**config.mk**
```make
export PLATFORM = sky130hd
export DESIGN_NAME = baud_tick_gen
export DESIGN_NICKNAME = d
export VERILOG_FILES = /design/src/rtl/baud_pkg.sv /design/src/rtl/frac_prescaler.sv /design/src/rtl/reload_timer.sv /design/src/rtl/tick_divider.sv /design/src/rtl/baud_tick_gen.sv
export SDC_FILE = /design/constraint.sdc
export NUM_CORES = 1
export LEC_CHECK = 0
export BUFFER_PORTS_ARGS = -buffer_cell sky130_fd_sc_hd__buf_2
export CAP_MARGIN = 15
export CORE_ASPECT_RATIO = 2
export CORE_MARGIN = 2
export CORE_UTILIZATION = 50
export CTS_CLUSTER_SIZE = 25
export DETAILED_ROUTE_END_ITERATION = 10
export PLACE_DENSITY = 0.75
export REMOVE_ABC_BUFFERS = 1
export SYNTH_ARGS = -nofsm -noshare
export SYNTH_HDL_FRONTEND = slang
export SYNTH_HIERARCHICAL = 1
export SYNTH_SLANG_ARGS = --single-unit
```
**constraint.sdc**
```tcl
create_clock -name clk -period 3.3 [get_ports clk]
set_clock_uncertainty 0.15 [all_clocks]
set_input_delay 0 -clock clk [delete_from_list [all_inputs] [get_ports clk]]
set_output_delay 0 -clock clk [all_outputs]
set_load 0.01 [all_outputs]
```
**src/rtl/baud_pkg.sv**
```systemverilog
package baud_pkg;
    typedef enum logic {
        MODE_ASYNC = 1'b0,
        MODE_SYNC  = 1'b1
    } baud_mode_e;

    typedef struct packed {
        logic os;
        logic edge_t;
        logic bitb;
    } tick_set_t;
endpackage

```
**src/rtl/frac_prescaler.sv**
```systemverilog
module frac_prescaler #(
    parameter int STEP_W = 10
) (
    input  logic              clk,
    input  logic              rst_n,
    input  logic              en,
    input  logic              run,
    input  logic [STEP_W-1:0] step,
    output logic              pulse
);
    typedef struct packed {
        logic [STEP_W-1:0] acc;
    } st_t;

    st_t             st_d, st_q;
    logic [STEP_W:0] sum;

    always_comb begin
        st_d  = st_q;
        sum   = {1'b0, st_q.acc} + {1'b0, step};
        pulse = 1'b0;
        if (!run) begin
            st_d.acc = '0;
        end else if (en) begin
            st_d.acc = sum[STEP_W-1:0];
            pulse    = (step == '0) || sum[STEP_W];
        end
    end

    always_ff @(posedge clk or negedge rst_n) begin
        if (!rst_n) st_q <= '0;
        else        st_q <= st_d;
    end


    wrap_on_carry_chk: assert property (@(posedge clk) disable iff (!rst_n)
        (en && run && pulse && step != '0) |=> st_q.acc < $past(st_q.acc));


    acc_clear_chk: assert property (@(posedge clk) disable iff (!rst_n)
        !run |=> st_q.acc == '0);
endmodule

```
**src/rtl/reload_timer.sv**
```systemverilog
module reload_timer #(
    parameter int CNT_W = 13
) (
    input  logic             clk,
    input  logic             rst_n,
    input  logic             en,
    input  logic             run,
    input  logic             pulse,
    input  logic [CNT_W-1:0] reload,
    output logic             tick
);
    typedef struct packed {
        logic [CNT_W-1:0] cnt;
    } st_t;

    st_t st_d, st_q;

    always_comb begin
        st_d = st_q;
        tick = 1'b0;
        if (!run) begin
            st_d.cnt = '0;
        end else if (pulse) begin
            if (st_q.cnt == '0) begin
                tick     = 1'b1;
                st_d.cnt = reload;
            end else begin
                st_d.cnt = st_q.cnt - 1'b1;
            end
        end
    end

    always_ff @(posedge clk or negedge rst_n) begin
        if (!rst_n) st_q <= '0;
        else        st_q <= st_d;
    end


    reload_at_underflow_chk: assert property (@(posedge clk) disable iff (!rst_n)
        (en && run && tick) |=> st_q.cnt == $past(reload));


    count_down_chk: assert property (@(posedge clk) disable iff (!rst_n)
        (en && run && pulse && st_q.cnt != '0) |=> st_q.cnt == $past(st_q.cnt) - 1'b1);


    freeze_chk: assert property (@(posedge clk) disable iff (!rst_n)
        (run && !en) |=> st_q.cnt == $past(st_q.cnt));
endmodule

```
**src/rtl/tick_divider.sv**
```systemverilog
module tick_divider
    import baud_pkg::*;
#(
    parameter int OS_DIV   = 16,
    parameter int SYNC_DIV = 8
) (
    input  logic       clk,
    input  logic       rst_n,
    input  logic       run,
    input  logic       base,
    input  baud_mode_e mode,
    output tick_set_t  ticks
);
    localparam int DIV_W    = $clog2(OS_DIV);
    localparam int EDGE_DIV = SYNC_DIV / 2;
    localparam logic [DIV_W-1:0] OS_LAST   = DIV_W'(OS_DIV - 1);
    localparam logic [DIV_W-1:0] SYNC_LAST = DIV_W'(SYNC_DIV - 1);

    typedef struct packed {
        logic [DIV_W-1:0] div;
        tick_set_t        tk;
    } st_t;

    st_t              st_d, st_q;
    logic [DIV_W-1:0] last;
    logic             at_edge;

    always_comb begin
        st_d    = st_q;
        st_d.tk = '0;
        last    = (mode == MODE_SYNC) ? SYNC_LAST : OS_LAST;
        at_edge = (int'(st_q.div) % EDGE_DIV) == (EDGE_DIV - 1);
        if (!run) begin
            st_d.div = '0;
        end else if (base) begin
            st_d.div       = (st_q.div >= last) ? '0 : st_q.div + 1'b1;
            st_d.tk.bitb   = (st_q.div == last);
            st_d.tk.os     = (mode == MODE_ASYNC);
            st_d.tk.edge_t = (mode == MODE_SYNC) && at_edge;
        end
    end

    always_ff @(posedge clk or negedge rst_n) begin
        if (!rst_n) st_q <= '0;
        else        st_q <= st_d;
    end

    assign ticks = st_q.tk;


    sync_bit_on_edge_chk: assert property (@(posedge clk) disable iff (!rst_n)
        (st_q.tk.bitb && !st_q.tk.os) |-> st_q.tk.edge_t);
endmodule

```
**src/rtl/baud_tick_gen.sv**
```systemverilog
module baud_tick_gen
    import baud_pkg::*;
#(
    parameter int RELOAD_W = 13,
    parameter int STEP_W   = 10,
    parameter int OS_DIV   = 16,
    parameter int SYNC_DIV = 8
) (
    input  logic                clk,
    input  logic                rst_n,
    input  logic                en,
    input  logic                run,
    input  logic [RELOAD_W-1:0] reload,
    input  logic [STEP_W-1:0]   step,
    input  logic                sync_mode,
    output logic                os_tick,
    output logic                edge_tick,
    output logic                bit_tick
);
    logic       pre_pulse;
    logic       base_tick;
    tick_set_t  ticks;
    baud_mode_e mode;

    assign mode = sync_mode ? MODE_SYNC : MODE_ASYNC;

    frac_prescaler #(.STEP_W(STEP_W)) u_pre (
        .clk(clk), .rst_n(rst_n), .en(en), .run(run),
        .step(step), .pulse(pre_pulse)
    );

    reload_timer #(.CNT_W(RELOAD_W)) u_tmr (
        .clk(clk), .rst_n(rst_n), .en(en), .run(run),
        .pulse(pre_pulse), .reload(reload), .tick(base_tick)
    );

    tick_divider #(.OS_DIV(OS_DIV), .SYNC_DIV(SYNC_DIV)) u_div (
        .clk(clk), .rst_n(rst_n), .run(run),
        .base(base_tick), .mode(mode), .ticks(ticks)
    );

    assign os_tick   = ticks.os;
    assign edge_tick = ticks.edge_t;
    assign bit_tick  = ticks.bitb;


    mode_exclusive_chk: assert property (@(posedge clk) disable iff (!rst_n)
        $onehot0({os_tick, edge_tick}));


    run_low_quiet_chk: assert property (@(posedge clk) disable iff (!rst_n)
        !run |=> !os_tick && !edge_tick && !bit_tick);


    freeze_quiet_chk: assert property (@(posedge clk) disable iff (!rst_n)
        !en |=> !os_tick && !edge_tick && !bit_tick);
endmodule

```
Word level (Yosys, flattened, before mapping)
Cells that the tools add are included.
{"block": "word_totals", "mem_bits_ro": 0, "ff_bits": 30, "ram_bits": 0, "inputBits": 28, "latchBits": 0, "n_memories": 0, "output_inout_bits": 3}
{"block": "op_classes", "add_sub_neg": 3, "n_mux": 16, "eq_ne": 5, "shifts": 0, "n_mul": 0, "n_div": 0, "n_bitwise": 1, "order_cmp": 1, "n_reduce_logical": 4}
{"op": "2-to-1 mux 13 bit", "n": 3}
{"op": "2-to-1 mux 10 bit", "n": 2}
{"op": "zero test 13 bit", "n": 1}
{"op": "subtractor 13 x 1 -> 13 bit, second input constant", "n": 1}
{"op": "2-to-1 mux 4 bit", "n": 3}
{"op": "adder 10 x 10 -> 11 bit", "n": 1}
{"op": "zero test 10 bit", "n": 1}
{"op": "2-to-1 mux 7 bit", "n": 1}
{"op": "2-to-1 mux 1 bit", "n": 6}
{"op": "adder 4 x 1 -> 4 bit, second input constant", "n": 1}
{"op": "equality test 4 bit", "n": 1}
{"op": ">= comparator 4 bit", "n": 1}
{"op": "inequality test 2 x 1 -> 1 bit, second input constant", "n": 2}
{"op": "2-to-1 mux 3 bit", "n": 1}
{"op": "equality test 2 x 1 -> 1 bit, second input constant", "n": 1}
{"op": "inequality test 2 bit, second input constant", "n": 1}
{"op": "logical AND 1 bit", "n": 1}
{"op": "logical OR 1 bit", "n": 1}
{"op": "NOT 1 bit", "n": 1}

Logic depth before layout (Yosys ltp)
Gate-level depths: netlist (run 1).
{"block": "logic_depth", "word_depth": 8, "mapped_depth": 12}

Hierarchy
Netlist (run 1), hierarchy kept.
{"module": "reload_timer", "n_inst": 1, "cells_each": 101, "area_each_um2": 899.6}
{"module": "frac_prescaler", "n_inst": 1, "cells_each": 87, "area_each_um2": 823.3}
{"module": "tick_divider", "n_inst": 1, "cells_each": 34, "area_each_um2": 339.1}

Worst setup path after synthesis (run 1)
No wires, ideal clock.
{"block": "synth_path", "path_kind": "register to register", "startpoint": "reg u_pre/st_q[4] (netlist bit)", "endpoint": "reg u_tmr/st_q[10] (netlist bit)", "stages_incl_launch_ff": 11, "arrival_time_ps": 2780, "setup_slack_ps": 271, "n_path_buf": 0, "synth_period_minus_slack_ps": 3029, "path_cell_list": "dfrtp_1 -> ha_1 -> and3_1 -> a221oi_2 -> o21ai_0 -> nand3_1 -> a21oi_1 -> or4b_2 -> nor4_1 -> a31oi_1 -> a311oi_1"}
{"block": "synth_via", "elab_chain_cells": 5}
{"item": "start: declaration", "line": "frac_prescaler.sv:15", "source": "st_t st_d, st_q;"}
{"item": "start signal: assignment", "line": "frac_prescaler.sv:32", "source": "else st_q <= st_d;"}
{"item": "adder 10 x 10 -> 11 bit", "line": "frac_prescaler.sv:20", "source": "sum = {1'b0, st_q.acc} + {1'b0, step};"}
{"item": "logical OR 1 bit", "line": "frac_prescaler.sv:26", "source": "pulse = (step == '0) || sum[STEP_W];"}
{"item": "2-to-1 mux 1 bit", "line": "frac_prescaler.sv:24", "source": "end else if (en) begin"}
{"item": "2-to-1 mux 1 bit", "line": "frac_prescaler.sv:22", "source": "if (!run) begin"}
{"item": "via pre_pulse", "line": "baud_tick_gen.sv:20", "source": "logic pre_pulse;"}
{"item": "inequality test 2 x 1 -> 1 bit (no source line)"}
{"item": "end signal: assignment", "line": "reload_timer.sv:35", "source": "else st_q <= st_d;"}
{"item": "end: declaration", "line": "reload_timer.sv:16", "source": "st_t st_d, st_q;"}
The timed path passes the listed nets, and every way through them passes these cells.
A chain may end at the register's enable or synchronous reset.

Worst setup path after layout (run 1)
{"block": "layout_path", "startpoint": "reg u_pre/st_q[4] (netlist bit)", "endpoint": "reg u_tmr/st_q[8] (netlist bit)"}
Same word-level chain as after synthesis.

==> metrics.txt, run 1 <==
run status=finished clean; final hold slack=0.0164 ns; placed cell areas=2260 um^2; Post-CTS Setup Inserts=0; H-Tree Depth=2; Synth cell types=61; fraction of the cycle the final worst path needs=94.4%; Final Instance Area=2530 um^2; max-cap viol count=0; TritonCTS clock tree=yes; max layer used=met4; Syn Std Cell Area=a little over 2000 um^2; Core Box Area=4050 um^2; die area=approximately 4700 um^2; Port-buffer cells=30; clock buffer depth=2; post-synthesis sequential area ratio=a little over a third; layout cell share with drive strength beyond 1=a little over a fifth; CP Capture Type=register; Post-synth EDFFs=0; gr usage total=a little under a quarter; final layout net count=just over 300; Design Power=roughly 0.0011 W; ys async rst share=100%; # IOs=31; Worst Tran Pin Value=a little under 0.7 ns; diode count=0; # setup viols final=0; Overflow after GRT=0; Chip Height=about 95 um; Vias/cell=5.95; multi-input logic area=approximately 1300 um^2; largest net degree at the start of global routing=34; CTS buffer count=5; clock sinks=30; drt wl/cell=15.6 um; Fillers=approximately 370; Final Max Slew Viols=0; main flop type after synthesis=dfrtp_1; synthesized flop and latch total=30; fmax=~320 MHz; vias in the first global route=between 1,500 and 2,000; met2 wire length=between 2000 and 3000 um; clk slew on worst S/H paths=0.07 ns; post-route ant nets=0; Hold Fails Final Rpt=0; first-pass GRT wire length=about 8300 um; CP Max Fanout=6; CTS root buffer=clkbuf_8; max_slew headroom=a little over half; Cell Pwr Density=roughly 440 nW/um^2; critical path data arrival time=roughly 3.2 ns; via count=1,911; Die X=approximately 49 um; DRT met1 WL=around 1900 um; WS Path Type=register to register; initial antenna violation count=0; GPL Wtd Cong=approximately 0.84; DR WL met3=about 130 um; peak supply drop=318 uV; Pre-antenna DRT Iters=4; WL final=5010 um; Initial Util=roughly half; Worst Hold Class=primary input to register; Mapped Cells=between 200 and 250; P_leak=1.17 nW; Std-Cell Rows=33; Worst Path Required=around 3.4 ns; Yosys warning count=6; Worst setup SP type=register; FF+latch area=about 750 um^2; setup tns final=0 ns; Post-Route Utilization=62.5%; Post-Syn Area per Cell=around 9.3 um^2; Layout area overhead=22.7%; DP HPWL=between 3000 and 4000 um; Skew-Pair Late Insertion Delay=0.29 ns; drt drc=0; DRT iter0 DRCs=32; minimum clock period after layout=roughly 3.1 ns
-- cell usage in the layout (no fill, tap or decap), drive strengths merged, types with 4 or more instances in the layout --
cell type,count
nand4,4
dfrtp,30
inv,8
o21ai,17
nand3b,4
dlygate4sd3,15
a21oi,10
and3,6
or3,4
mux2i,6
nor2,11
nand2,22
clkbuf,7
nand3,7
nor2b,5
nor3,4
nor4,4
o211ai,5
buf,35
xor2,4
ha,14
-- final timing paths --
check | start | cells after the start | slack [ns] | endpoint
worst max-delay path | u_pre/st_q[4] | 10 | 0.19 | u_tmr/st_q[8]
worst min-delay path | reload[9] | 4 | 0.02 | u_tmr/st_q[9]
worst max register to register | u_pre/st_q[4] | 10 | 0.19 | u_tmr/st_q[8]
worst min register to register | u_pre/st_q[5] | 2 | 0.36 | u_pre/st_q[5]
max in group asynchronous | rst_n | 2 | 2.40 | u_div/st_q[3]
min in group asynchronous | rst_n | 2 | 0.14 | u_pre/st_q[1]
-- kinds of logic after synthesis --
| kind of cell | count (synthesis) | synth area share [%] |
|---|---|---|
| simple gates | 87 | 24.4 |
| compound gates | 58 | 19.5 |
| xor+xnor | 6 | 2.55 |
| buf+inv | 19 | 4.07 |
| mux | 7 | 3.64 |
| flops | 30 | 36.4 |
| fa+ha+maj | 15 | 9.47 |
-- critical path: stages (launching register included) --
cell and delay [ns]:
dfrtp_1 0.39, ha_2 0.39, and3_1 0.19, a221oi_2 0.09
o21ai_0 0.19, nand3_1 0.11, a21oi_2 0.21, or4b_2 0.70
nor3_1 0.32, nand3b_1 0.12, o221ai_1 0.17
-- metrics by stage --
step / instances / worst slack [ns]
global route: 321 / -0.0573
CTS: 321 / 0.0525
global placement: 298 / 0.216
floorplan: 211 / -0.0129
finish: 321 / 0.186
detailed placement: 298 / 0.0761
-- layer usage --
metal,GRT usage [%],vias to the layer above
met3,3.01,12
met5,0,-
met1,23.9,929
met4,10.4,0
met2,46.3,43
li1,-,927
-- cell usage after synthesis, drive strengths merged (2+ instances only) --
cell type | instances | area [um^2]
a21oi | 10 | 50.1
or3 | 4 | 25.0
xor2 | 4 | 35.0
nand3 | 7 | 35.0
or4 | 3 | 22.5
mux2i | 6 | 60.1
o41ai | 2 | 17.5
ha | 14 | 175
dfrtp | 30 | 751
a31oi | 3 | 18.8
nand2 | 22 | 85.1
o211ai | 5 | 42.5
o31a | 2 | 17.5
and2 | 3 | 18.8
o21ai | 17 | 85.1
inv | 8 | 30.0
or4b | 2 | 20.0
clkbuf | 6 | 22.5
nor3 | 4 | 25.0
nand2b | 2 | 12.5
nor2b | 5 | 31.3
xnor2 | 2 | 17.5
a21o | 2 | 15.0
nor4 | 4 | 40.0
and3 | 6 | 37.5
a221oi | 2 | 23.8
buf | 5 | 31.3
nand3b | 4 | 30.0
nand4 | 4 | 25.0
nor2 | 11 | 43.8
nor4b | 3 | 26.3
-- flip-flops by register name, indices dropped and copies added (netlist names) --
name         flops
u_pre/st_q      10
u_tmr/st_q      13
u_div/ticks      3
u_div/st_q       4
-- repair_timing --
action                                  in CTS  in global routing
hold buffers                                15                  0
hold endpoints to repair                    48                  0
resized for setup                            0                  5
endpoints found under the setup margin       0                  5
-- report_power, final --
part	internal (W)	total, W	switching [W]
clock network	0.000168	0.000313	0.000145
registers	0.000395	0.000422	0.0000265
logic	0.000169	0.000378	0.000209
-- cell type report --
type | instances | share of cell area [%]
flip-flops and latches | 30 | 29.7
well taps | 52 | 2.57
inverters | 8 | 1.19
repair buffers | 50 | 13.4
clock buffers | 7 | 3.41
clock inverters | 1 | 0.198
multi-input cells | 173 | 49.6
(Power assumes the default switching activity.)
==> run 2, diff against run 1 <==
--- a/config.mk
+++ b/config.mk
@@ -10,10 +10,8 @@
 export CORE_ASPECT_RATIO = 2
 export CORE_MARGIN = 2
 export CORE_UTILIZATION = 50
-export CTS_CLUSTER_SIZE = 25
 export DETAILED_ROUTE_END_ITERATION = 10
 export PLACE_DENSITY = 0.75
-export REMOVE_ABC_BUFFERS = 1
 export SYNTH_ARGS = -nofsm -noshare
 export SYNTH_HDL_FRONTEND = slang
 export SYNTH_HIERARCHICAL = 1
==> run 2 against run 1 <==
Net effect: the run now ends with negative hold slack left; maximum frequency up 7.2%; count of clock-buffer cells in the layout down 1; sequential power about the same; cell area down 1.5%; global-route usage decreased by 1.3 points; die area is the same; sequential share of layout area grew 0.46 points; critical path depth unchanged; critical path type unchanged; critical endpoint is now u_tmr/st_q[10]; largest power group unchanged; highest routed layer unchanged.
==> metrics.txt, run 2 (synthesis gave the netlist of run 1 again) <==
GR peak layer=met2; largest net degree at the start of global routing=34; Initial Util=roughly half; minimum clock period after layout=slightly below 3 ns; CTS buffer count=5; max-cap viol count=0; fmax=roughly 340 MHz; met2 GRT Util=between 40% and 50%; Net Count, Synth=~270; post-route ant nets=0; WS Path Type=register to register; grt met1 use=a little over a fifth; final hold slack=-0.00385 ns; multi-input logic area=around 1300 um^2; clock buffer depth=2; Setup crit start=u_pre/st_q[4]; CP Capture Type=register; first-pass GRT wire length=around 8000 um; DP HPWL=~3400 um; Worst setup SP type=register; FF-to-FF Start=u_pre/st_q[4]; via count=1,879; RSZ-0062 raised after global routing=no; Post-Layout Cell Count=approximately 320; Worst Tran Pin Value=0.686 ns; Pre-antenna DRT Iters=4; Chip Height=94.8 um; Die X=between 40 and 50 um; # setup viols final=0; diode count=0; Design Power=between 0.001 and 0.0015 W; P_leak=about 1.2 nW; GRT met3 Usage=roughly 3%; Core Box Area=around 4000 um^2; final layout net count=approximately 310; clk slew on worst S/H paths=roughly 0.060 ns; TritonCTS clock tree=yes; Overflow after GRT=0; Hold Fails Final Rpt=1; clock sinks=30; Fillers=a little under 400; Std-Cell Rows=33; Worst Hold Class=primary input to register; min-delay src=step[0]; initial antenna violation count=0; drt wl/cell=about 15 um; critical path data arrival time=approximately 2.9 ns; Final Max Slew Viols=0; CP Max Fanout=6; Layout area overhead=20.8%; drt drc=0; Cell Pwr Density=435 nW/um^2; largest register by flop count=u_tmr/st_q; Vias/cell=a little under 6; max FFs per register=13; fraction of the cycle the final worst path needs=88.0%; die area=roughly 4700 um^2; gr usage total=around 22%; Skew-Pair Late Insertion Delay=roughly 0.28 ns; failing checks=negative hold slack; FF+latch area=approximately 750 um^2; Port-buffer cells=30; WL final=4710 um; vias in the first global route=1,906; run status=complete, but fails checks; CTS root buffer=clkbuf_8; Post-CTS Setup Inserts=0; setup tns final=0 ns; GPL Wtd Cong=0.829; max_slew headroom=54.3%; Placed Instances=297; peak supply drop=roughly 330 uV; Largest regs=u_tmr/st_q x13, u_pre/st_q x10, u_div/st_q x4; most frequent cells in the layout=buf_2, dfrtp_1, nand2_1; # IOs=31; layout cell share with drive strength beyond 1=between 20% and 30%; DRT iter0 DRCs=36; Worst Path Required=~3.3 ns; H-Tree Depth=2
-- run 2: report_power, final --
group          switching (W)  total, W  internal [W]
logic               0.000205  0.000371      0.000166
registers          0.0000260  0.000421      0.000395
clock network       0.000131  0.000291      0.000160
total               0.000362   0.00108      0.000721
-- run 2: stage by stage --
step | util (%) | worst slack (ns) | cell area, um^2 | hold WS, ns
6_report | 61.6 | 0.395 | 2490 | -0.00385
5_1_grt | 61.6 | 0.0940 | 2490 | 0.0284
4_1_cts | 60.9 | 0.100 | 2470 | 0.00577
3_5_place_dp | 55.7 | 0.111 | 2250 | -0.0650
3_3_place_gp | 55.7 | 0.293 | 2250 | -0.0588
2_1_floorplan | - | 0.271 | 2060 | -0.446
-- run 2: repair_timing --
item	in CTS	in global routing
resized for setup	0	4
endpoints found under the hold margin	45	0
endpoints found under the setup margin	0	4
hold buffers	13	0
-- run 2: cell type report --
cell class / instances / share of cell area, %
multi-input combinational: 173 / 50.3
sequential: 30 / 30.1
timing repair buffer: 47 / 12.5
clock buffer: 6 / 3.31
tap: 52 / 2.61
inverter: 8 / 1.21
-- run 2: worst max-delay path, stage by stage, from the launching register on --
cell      delay (ns)
dfrtp_1         0.38
ha_1            0.38
and3_1          0.20
a221oi_2        0.07
o21ai_0         0.19
nand3_1         0.11
a21oi_1         0.20
or4b_4          0.53
nor4_4          0.20
a31oi_1         0.12
a311oi_1        0.27
-- run 2: worst paths after layout --
path                             endpoint  slack (ns)  cells past startpoint
min in group asynchronous   u_pre/st_q[1]        0.14                      2
min                         u_pre/st_q[0]      -0.004                      4
max in group asynchronous  u_div/ticks[2]        2.41                      2
max                        u_tmr/st_q[10]        0.40                     10
max reg2reg                u_tmr/st_q[10]        0.40                     10
min reg2reg                 u_pre/st_q[4]        0.34                      2
-- run 2: per-layer routing --
metal | up-vias | wire length (um)
met3 | 15 | 156
met4 | 0 | 163
met1 | 894 | 1740
met2 | 53 | 2660
met5 | - | 0
li1 | 917 | -
==> run 3, diff against run 2 <==
==> constraint.sdc (replaced) <==
create_clock -name clk -period 2.62 [get_ports clk]
set_clock_uncertainty 0.15 [all_clocks]
set_input_delay 0 -clock clk [delete_from_list [all_inputs] [get_ports clk]]
set_output_delay 0 -clock clk [all_outputs]
set_load 0.01 [all_outputs]
==> run 3 against run 2 <==
Net effect: the run ends with negative setup slack left; critical path depth grew 1; non-clock buffer count grew 25; die area is the same; cell count grew 8.5%; wire length grew 22%; power grew 47%; critical path type unchanged; largest power group is now combinational cells.
==> metrics.txt, run 3 (synthesis gave the netlist of run 1 again) <==
setup tns final=-0.806 ns; Die X=49.4 um; fmax=approximately 350 MHz; Skew-Pair Late Insertion Delay=slightly below 0.3 ns; DRT iter0 DRCs=40; Std-Cell Rows=33; Largest regs=u_tmr/st_q x13, u_pre/st_q x10, u_div/st_q x4; minimum clock period after layout=between 2 and 3 ns; clock buffer depth=2; vias in the first global route=between 2,000 and 2,500; placed cell areas=2440 um^2; CTS root buffer=clkbuf_8; most frequent cells in the layout=buf_2, dfrtp_1, buf_4; first-pass GRT wire length=9210 um; final hold slack=~0.029 ns; failing checks=negative setup slack; P_leak=between 1 and 1.5 nW; setup ws final=-0.198 ns; largest net degree at the start of global routing=34; clock sinks=30; max FFs per register=13; Pre-antenna DRT Iters=4; drt wl/cell=between 15 and 20 um; GPL Wtd Cong=between 0.8 and 0.9; # setup viols final=10; Worst Path Required=around 2.7 ns; H-Tree Depth=2; Cell Pwr Density=556 nW/um^2; clk slew on worst S/H paths=about 0.07 ns; Worst setup SP type=register; Initial Util=roughly 51%; WL final=about 5800 um; TritonCTS clock tree=yes; RSZ-0062 raised after global routing=yes; layout cell share with drive strength beyond 1=around 33%; CTS buffer count=5; Layout area overhead=39.4%; Worst Tran Pin Value=~0.71 ns; Chip Height=94.8 um; Net Count, Synth=approximately 270; Core Box Area=about 4000 um^2; drt drc=0; CP Capture Type=register; # IOs=31; Worst Hold Class=primary input to register; post-route ant nets=0; peak supply drop=500 uV; gr usage total=25.9%; max_slew headroom=about 52%; fraction of the cycle the final worst path needs=108%; run status=complete, but fails checks; largest register by flop count=u_tmr/st_q; WS Path Type=register to register; DP HPWL=just under 4000 um; CP Max Fanout=4; initial antenna violation count=0; diode count=0; max-cap viol count=0; final layout net count=approximately 330; Final Max Slew Viols=0; Fillers=~340; critical path data arrival time=2.86 ns; Port-buffer cells=30; Overflow after GRT=0; Final Instance Area=approximately 2900 um^2; Vias/cell=between 5 and 6; die area=between 4000 and 5000 um^2; via count=approximately 2,000; Hold Fails Final Rpt=0
==> run 3: cell types whose count changed in the layout (fill, tap and decap cells not counted), sizes merged <==
| cell | before | now |
|---|---|---|
| clkinv | 0 | 2 |
| buf | 34 | 56 |
| bufinv | 0 | 1 |
| dlygate4sd3 | 13 | 15 |
==> run 3: per-stage QoR <==
step	cells	power (W)	setup WS (ns)	utilization, %
4_1_cts	336	0.00156	-0.134	67.7
3_3_place_gp	311	0.00105	-0.0375	60.4
3_5_place_dp	311	0.00106	-0.168	60.4
5_1_grt	343	0.00168	-0.315	71.1
6_report	343	0.00160	-0.198	71.1
2_1_floorplan	222	0.000877	-0.0160	-
==> run 3: layout make-up <==
class                           instances  area [um^2]  area share (%)
Timing Repair Buffer                   72          536            18.6
Multi-Input combinational cell        173         1390            48.2
Tap cell                               52         65.1            2.26
Inverter                                8         30.0            1.04
Clock inverter                          3         40.0            1.39
Sequential cell                        30          751            26.1
Clock buffer                            5         68.8            2.39
==> run 3: per-layer routing <==
| metal | vias up | part of all wire, % | GRT usage [%] |
|---|---|---|---|
| met2 | 79 | 56 | 49.8 |
| met1 | 981 | 36 | 25.1 |
| met3 | 23 | 3.8 | 3.16 |
| met5 | - | 0 | 0 |
| li1 | 967 | - | - |
| met4 | 0 | 4.2 | 17.1 |
==> run 3: path summary, 6_finish.rpt <==
check                              start             end  slack, ns  depth (start not counted)
max in group asynchronous          rst_n   u_tmr/st_q[7]       1.71                          2
max reg2reg                u_pre/st_q[0]  u_tmr/st_q[10]      -0.20                         11
min                              step[0]   u_pre/st_q[0]       0.03                          4
max                        u_pre/st_q[0]  u_tmr/st_q[10]      -0.20                         11
min reg2reg                u_pre/st_q[8]   u_pre/st_q[8]       0.35                          2
min in group asynchronous          rst_n  u_div/ticks[2]       0.15                          2
==> run 3: critical path: stages, from the launching register on <==
cell and delay (ns):
dfrtp_1 0.35, ha_2 0.19, fa_2 0.20, a21o_1 0.16, a221oi_2 0.08, o21ai_1 0.14
nand3_1 0.11, a21oi_2 0.22, or4b_4 0.56, nor4_4 0.18, a31oi_1 0.13, a311oi_1 0.26
==> run 3: where the power goes <==
part	switching, W	internal, W
clock network	0.000190	0.000280
logic	0.000306	0.000285
registers	0.0000396	0.000497
total	0.000536	0.00106
==> run 3: timing repair <==
action	CTS	global route
setup buffers	2	6
resized for setup	5	19
pin swaps	1	10
gates cloned	0	1
endpoints found under the hold margin	48	0
setup endpoints to repair	8	12
hold buffers	15	0
